`config.mk`:
```
export PLATFORM = sky130hd
export DESIGN_NAME = mdm_status_irq
export DESIGN_NICKNAME = d
export VERILOG_FILES = /design/src/rtl/mdm_pkg.sv /design/src/rtl/mdm_sync.sv /design/src/rtl/mdm_edge_qual.sv /design/src/rtl/mdm_change_latch.sv /design/src/rtl/mdm_status_irq.sv
export SDC_FILE = /design/constraint.sdc
export NUM_CORES = 1
export LEC_CHECK = 0
export BUFFER_PORTS_ARGS = -buffer_cell sky130_fd_sc_hd__buf_2
export CAP_MARGIN = 20
export CORE_AREA = 2 2 39 41
export DETAILED_ROUTE_END_ITERATION = 8
export DIE_AREA = 0 0 41 43
export PLACE_DENSITY_LB_ADDON = 0.25
export SETUP_SLACK_MARGIN = 0.02
export SLEW_MARGIN = 25
export SYNTH_ARGS = -nofsm -noshare
export SYNTH_HDL_FRONTEND = slang
export SYNTH_HIERARCHICAL = 1
export SYNTH_SLANG_ARGS = --single-unit
export TNS_END_PERCENT = 10
```
`constraint.sdc`:
```
create_clock -name clk -period 1.7 [get_ports clk]
set_clock_uncertainty 0.2 [all_clocks]
set_input_delay 0.085 -clock clk [delete_from_list [all_inputs] [get_ports clk]]
set_output_delay 0.085 -clock clk [all_outputs]
set_load 0.05 [all_outputs]
```
`src/rtl/mdm_pkg.sv`:
```
package mdm_pkg;
  localparam int unsigned NUM_LINES = 3;
  localparam int unsigned IDX_CD    = 0;
  localparam int unsigned IDX_DSR   = 1;
  localparam int unsigned IDX_RI    = 2;
  typedef logic [NUM_LINES-1:0] mdm_lines_t;
  localparam mdm_lines_t LINES_IDLE = '1;
endpackage

```
`src/rtl/mdm_sync.sv`:
```
module mdm_sync
  import mdm_pkg::*;
#(
  parameter int unsigned STAGES = 2
) (
  input  logic       clk,
  input  logic       rst,
  input  mdm_lines_t d,
  output mdm_lines_t q
);
  mdm_lines_t stg [STAGES];

  always_ff @(posedge clk) begin
    if (rst) stg[0] <= LINES_IDLE;
    else     stg[0] <= d;
  end

  for (genvar i = 1; i < STAGES; i++) begin : g_stage
    always_ff @(posedge clk) begin
      if (rst) stg[i] <= LINES_IDLE;
      else     stg[i] <= stg[i-1];
    end
  end

  assign q = stg[STAGES-1];
endmodule

```
`src/rtl/mdm_edge_qual.sv`:
```
module mdm_edge_qual
  import mdm_pkg::*;
(
  input  logic       clk,
  input  logic       rst,
  input  mdm_lines_t lines,
  input  logic       dtr_on,
  input  logic       loop_mode,
  output logic       evt
);
  mdm_lines_t prev_q;
  mdm_lines_t fall, rise;
  logic       cd_hit, dsr_hit, ri_hit;

  always_ff @(posedge clk) begin
    if (rst) prev_q <= LINES_IDLE;
    else     prev_q <= lines;
  end

  always_comb begin
    fall    = prev_q & ~lines;
    rise    = ~prev_q & lines;
    cd_hit  = dtr_on & (fall[IDX_CD] | rise[IDX_CD]);
    dsr_hit = dtr_on & (fall[IDX_DSR] | rise[IDX_DSR]);
    ri_hit  = ~dtr_on & ~loop_mode & fall[IDX_RI];
    evt     = cd_hit | dsr_hit | ri_hit;
  end

  // loop mode with DTR off leaves no event source at all
  a_r5_loop_quiet: assert property (@(posedge clk) disable iff (rst)
    (loop_mode && !dtr_on) |-> !evt);
  // with DTR on, an event needs a carrier or DSR level change
  a_r4_dtr_on_lines: assert property (@(posedge clk) disable iff (rst)
    (dtr_on && lines[IDX_CD] == prev_q[IDX_CD] && lines[IDX_DSR] == prev_q[IDX_DSR]) |-> !evt);
endmodule

```
`src/rtl/mdm_change_latch.sv`:
```
module mdm_change_latch (
  input  logic clk,
  input  logic rst,
  input  logic evt,
  input  logic status_rd,
  input  logic other_irq,
  output logic chg_q,
  output logic irq_q
);
  logic chg_d;

  always_comb chg_d = evt | (chg_q & ~status_rd);

  always_ff @(posedge clk) begin
    if (rst) begin
      chg_q <= 1'b0;
      irq_q <= 1'b0;
    end else begin
      chg_q <= chg_d;
      irq_q <= chg_d | other_irq;
    end
  end

  // the bit is sticky without a read
  a_r6_sticky: assert property (@(posedge clk) disable iff (rst)
    (chg_q && !status_rd) |=> chg_q);
  // a read with no coincident event clears it
  a_r6_read_clears: assert property (@(posedge clk) disable iff (rst)
    (status_rd && !evt) |=> !chg_q);
  // an event is never lost, even against a read
  a_r7_event_sets: assert property (@(posedge clk) disable iff (rst)
    evt |=> chg_q);
  // the interrupt covers the change bit
  a_r9_irq_covers: assert property (@(posedge clk) disable iff (rst)
    chg_q |-> irq_q);
endmodule

```
`src/rtl/mdm_status_irq.sv`:
```
module mdm_status_irq
  import mdm_pkg::*;
#(
  parameter int unsigned SYNC_STAGES = 2
) (
  input  logic clk,
  input  logic rst,
  input  logic cd_n,
  input  logic dsr_n,
  input  logic ri_n,
  input  logic dtr_on,
  input  logic loop_mode,
  input  logic status_rd,
  input  logic other_irq,
  output logic cd_stat,
  output logic dsr_stat,
  output logic chg_stat,
  output logic irq
);
  mdm_lines_t pins, synced;
  logic       evt;

  always_comb begin
    pins          = LINES_IDLE;
    pins[IDX_CD]  = cd_n;
    pins[IDX_DSR] = dsr_n;
    pins[IDX_RI]  = ri_n;
  end

  mdm_sync #(.STAGES(SYNC_STAGES)) u_sync (
    .clk (clk),
    .rst (rst),
    .d   (pins),
    .q   (synced)
  );

  mdm_edge_qual u_qual (
    .clk       (clk),
    .rst       (rst),
    .lines     (synced),
    .dtr_on    (dtr_on),
    .loop_mode (loop_mode),
    .evt       (evt)
  );

  mdm_change_latch u_latch (
    .clk       (clk),
    .rst       (rst),
    .evt       (evt),
    .status_rd (status_rd),
    .other_irq (other_irq),
    .chg_q     (chg_stat),
    .irq_q     (irq)
  );

  always_ff @(posedge clk) begin
    if (rst) begin
      cd_stat  <= 1'b0;
      dsr_stat <= 1'b0;
    end else begin
      cd_stat  <= ~synced[IDX_CD];
      dsr_stat <= ~synced[IDX_DSR];
    end
  end

  // reset clears all outputs on the next edge
  a_r10_reset_clear: assert property (@(posedge clk)
    rst |=> (!chg_stat && !irq && !cd_stat && !dsr_stat));
  // a level bit moves only when the synchronised pin moves
  a_r8_cd_level: assert property (@(posedge clk) disable iff (rst)
    $stable(synced[IDX_CD]) |=> $stable(cd_stat));
endmodule

```
# Word-level counts from Yosys, hierarchy flattened
# Memories as Yosys holds them, arrays and structs flattened.
# Index checks and enable logic that the tools add are counted.
[classes]
muxes = 5
bitwise_logic = 22
[ops]
columns = ["op", "n"]
rows = [
  ["OR 1 bit", 8],
  ["two-way mux 3 bit", 2],
  ["bitwise AND 1 bit", 5],
  ["inverter 1 bit", 5],
  ["bitwise AND 3 bit", 1],
  ["two-way mux 1 bit", 3],
  ["inverter 3 bit", 1],
  ["bitwise AND 2 bit", 1],
  ["inverter 2 bit", 1],
]
[word_totals]
reg_bits = 7
ramBits = 6
in_bits = 9
out_inout_bits = 4
elab_cells = 33
memories = 1
[mem_list]
columns = ["name", "words", "width", "rd", "rd_clocked_by_memory_dff", "wr", "line", "source"]
rows = [
  ["u_sync.stg", 2, 3, 2, 0, 2, "mdm_sync.sv:11", "mdm_lines_t stg [STAGES];"],
]

# Logic depth before layout (Yosys ltp)
[logic_depth]
word_depth = 8
ltp_mapped = 5
ltp_nobuf = 5

# Cells and area by module
# Netlist, hierarchy kept.
[modules_own_cells]
columns = ["module", "instances", "cells_each", "area_each_um2", "seq_area_each_um2"]
rows = [
  ["mdm_sync", 1, 12, 157.7, 120.1],
  ["mdm_edge_qual", 1, 11, 121.4, 60.1],
  ["mdm_change_latch", 1, 7, 78.8, 40.0],
  ["mdm_status_irq", 1, 4, 47.5, 40.0],
]

# Least setup slack after synthesis
# Ideal clock, no wire load.
[synth_path]
path_kind = "reg-to-reg"
from = "memory u_sync/stg[1][1] (netlist bit)"
to = "register u_latch.irq_q"
setup_ns = 0.116
arrival_ns = 0.860
required_time_ns = 1.384
setup_slack_ns = 0.524
path_stages_with_launch = 6
n_path_buf = 0
synth_period_minus_slack_ns = 1.176
path_cell_list = "dfxtp_1 > xor2_1 > o21ai_1 > o41ai_2 > nor2_1 > a21oi_2"
[synth_rtl]
columns = ["element", "line", "source"]
rows = [
  ["start, declared", "mdm_sync.sv:11", ""],
  ["end signal, assigned", "mdm_change_latch.sv:20", "irq_q <= chg_d | other_irq;"],
  ["end, declared", "mdm_change_latch.sv:8", "output logic irq_q"],
]

==> qor.yml <==
status: "completed"
clockRootBuffer: "clkbuf_4"
routed_via_density: 3.96
grt_use_total: 0.0981
clk_latency_ns: 0.27
routed_wl_um: 633
slew-limit-headroom: 0.814
ys_seq_elements: 13
synth_common_cells: "13 x dfxtp_1, 8 x or2_1, 3 x nor2_1"
rsz0062_at_grt: "false"
place_inst: 62
vias: 305
post_synth.cell_area_avg_um2: 11.9
power.share.clock: 0.316
grt_max_degree: 14
ys_top_cells_by_area: "dfxtp_1 64%, or2_1 12%, a21oi_2 4.3%"
p_sw_frac: 0.230
final_antenna_net_count: 0
holdWs_ns: 0.200
clk_pin_slew_ns: 0.08
tritoncts: "yes"
finalHoldViolCount: 0
routabilityCongestion: 0.596
syn_nets: 43
synth_area_um2: 405
post-route-period-util: 0.958
cp-start-kind: "input port"
path_class: "in -> reg"
grt_pass1_wl_um: 1060
n_antenna_cell: 0
r2r_end: "u_latch/irq_q$_SDFF_PP0_"
numCtsBuffers: 3
first_global_vias: 294
cts_setup_buffers: 0
drive_gt1_frac: 0.328
ctsHtreeMaxLevel: 1
ys_seq_area_frac: 0.642
coreArea_um2: 1380
antenna_found_initial: 0
drt_first_pass_iters: 2
p_leak_uw: 0.000270
netlist.area_leader.share: 0.642
cp.required_ns: 1.65
synth_largest_area_cell: "dfxtp_1"
final_cells: 77
core.rowCount: 14
setup_viol_count_final: 0
min_period_ns: 1.63
synth.distinct_cells: 10
syn_inst: 34
path_max_fanout: 13
p_seq_frac: 0.556
area_delta_synth_final_pct: 54.0
power.density_nw_per_um2: 930
port_buffers: 12
worstHoldPathType: "reg -> reg"
setup-tns-final_ns: 0
fp.dieH_um: 43
synth-main-ff-cell: "dfxtp_1"
clock-sinks: 13
maxCapViolCount: 0
grt_overflow: 0
drtIter0Drc: 6
reg2reg_depth: 5
wire_per_inst_um: 8.22
worstHoldStart: "u_sync/stg[0][2]$_SDFF_PP1_"
critical_path_arrival_ns: 1.58
yosysMostFrequentCell: "dfxtp_1"
endpoint_kind: "flip-flop"
die_w_um: 41
yosys_warnings: 6
async_reset_ff_frac: 0
io_pins: 13
clk_path_buf_depth: 2
fin_nets: 71
holdPathEnd: "u_sync/stg[1][2]$_SDFF_PP1_"
dieArea_um2: 1760
rrSetupSlack_ns: 0.48
fin_util: 0.451
vdd_drop_max_v: 0.000489
p_int_uw: 447
r2r-start: "u_sync/stg[1][1]$_SDFF_PP1_"
hold_depth: 1
initial_core_util: 0.293
p_switching_uw: 133
synth_edf_count: 0
maxSlewViolCount: 0
worst_pin_slew_ns: 0.277
drcViolationCount: 0
combPwrFrac: 0.128
clock.fmax_mhz: 614
==> state kept, by name, summed over array words and instances, names as in the netlist <==
signal / flops
u_latch/chg_q: 1
u_sync/stg: 6
cd_stat: 1
dsr_stat: 1
u_latch/irq_q: 1
u_qual/prev_q: 3
==> area by class of cell <==
class / instances / area, um2
flip-flops and latches: 13 / 260
repair buffers: 23 / 173
fillers: 135 / 759
multi-input cells: 19 / 138
clock buffers: 4 / 26.3
inverters: 2 / 7.51
well taps: 16 / 20.0
==> power groups by stage <==
stage | clock network, uW | registers (uW) | logic [uW]
global route | 206 | 325 | 80.1
finish | 184 | 323 | 74.2
floorplan | 0 | 347 | 18.1
CTS | 195 | 323 | 73.8
detailed placement | 0 | 330 | 54.7
global placement | 0 | 330 | 53.8
==> kinds of logic after synthesis <==
kind of cell,Yosys count,share of synthesized area
flip-flops,13,0.642
AND/OR/NAND/NOR,13,0.201
AO/OA/AOI/OAI,4,0.0957
XOR/XNOR,2,0.0432
buffers and inverters,2,0.0185
==> cells in the final DEF, fill, tap and decap left out <==
cell and instances:
clkbuf_4 3, or2_1 8, a21oi_2 2, inv_1 2, buf_2 11, nor2_1 3, o21ai_1 1, buf_4 1
dlygate4sd3_1 11, dfxtp_1 13, xor2_1 2, nand2b_4 1, o41ai_2 1, or2_2 1, clkbuf_1 1
==> routing by layer <==
layer,global-route usage,part of all wire
met4,0.0800,0.016
met3,0.0628,0.076
met5,0,0
met1,0.0888,0.46
met2,0.144,0.45
==> worst max-delay path, cell delays in order <==
cell and delay (ns):
dlygate4sd3_1 0.54, buf_4 0.18, or2_1 0.23, dlygate4sd3_1 0.55
==> what timing repair did <==
action,in CTS,in global routing
hold endpoints to repair,13,0
gates resized for setup,0,2
endpoints found under the setup margin,0,1
hold buffers,11,0
==> worst max-delay path by stage <==
stage | startpoint | end | slack, ns
after floorplan | u_sync/stg[1][1]$_SDFF_PP1_ | u_latch/irq_q$_SDFF_PP0_ | 0.52
after global placement | u_sync/stg[1][1]$_SDFF_PP1_ | u_latch/irq_q$_SDFF_PP0_ | 0.47
after detailed placement | u_sync/stg[1][1]$_SDFF_PP1_ | u_latch/irq_q$_SDFF_PP0_ | 0.46
after CTS | rst | u_sync/stg[0][1]$_SDFF_PP1_ | 0.09
after global routing | rst | u_sync/stg[0][1]$_SDFF_PP1_ | 0.05
final | rst | u_sync/stg[0][1]$_SDFF_PP1_ | 0.07
==> per-stage QoR <==
step / cell area (um2) / power, uW / setup WS (ns)
after floorplan: 405 / 365 / 0.524
after global placement: 485 / 384 / 0.474
after detailed placement: 485 / 385 / 0.464
after CTS: 622 / 591 / 0.0859
after global routing: 624 / 612 / 0.0461
final: 624 / 581 / 0.0712
Note: power is estimated with default switching activity, not from simulation.
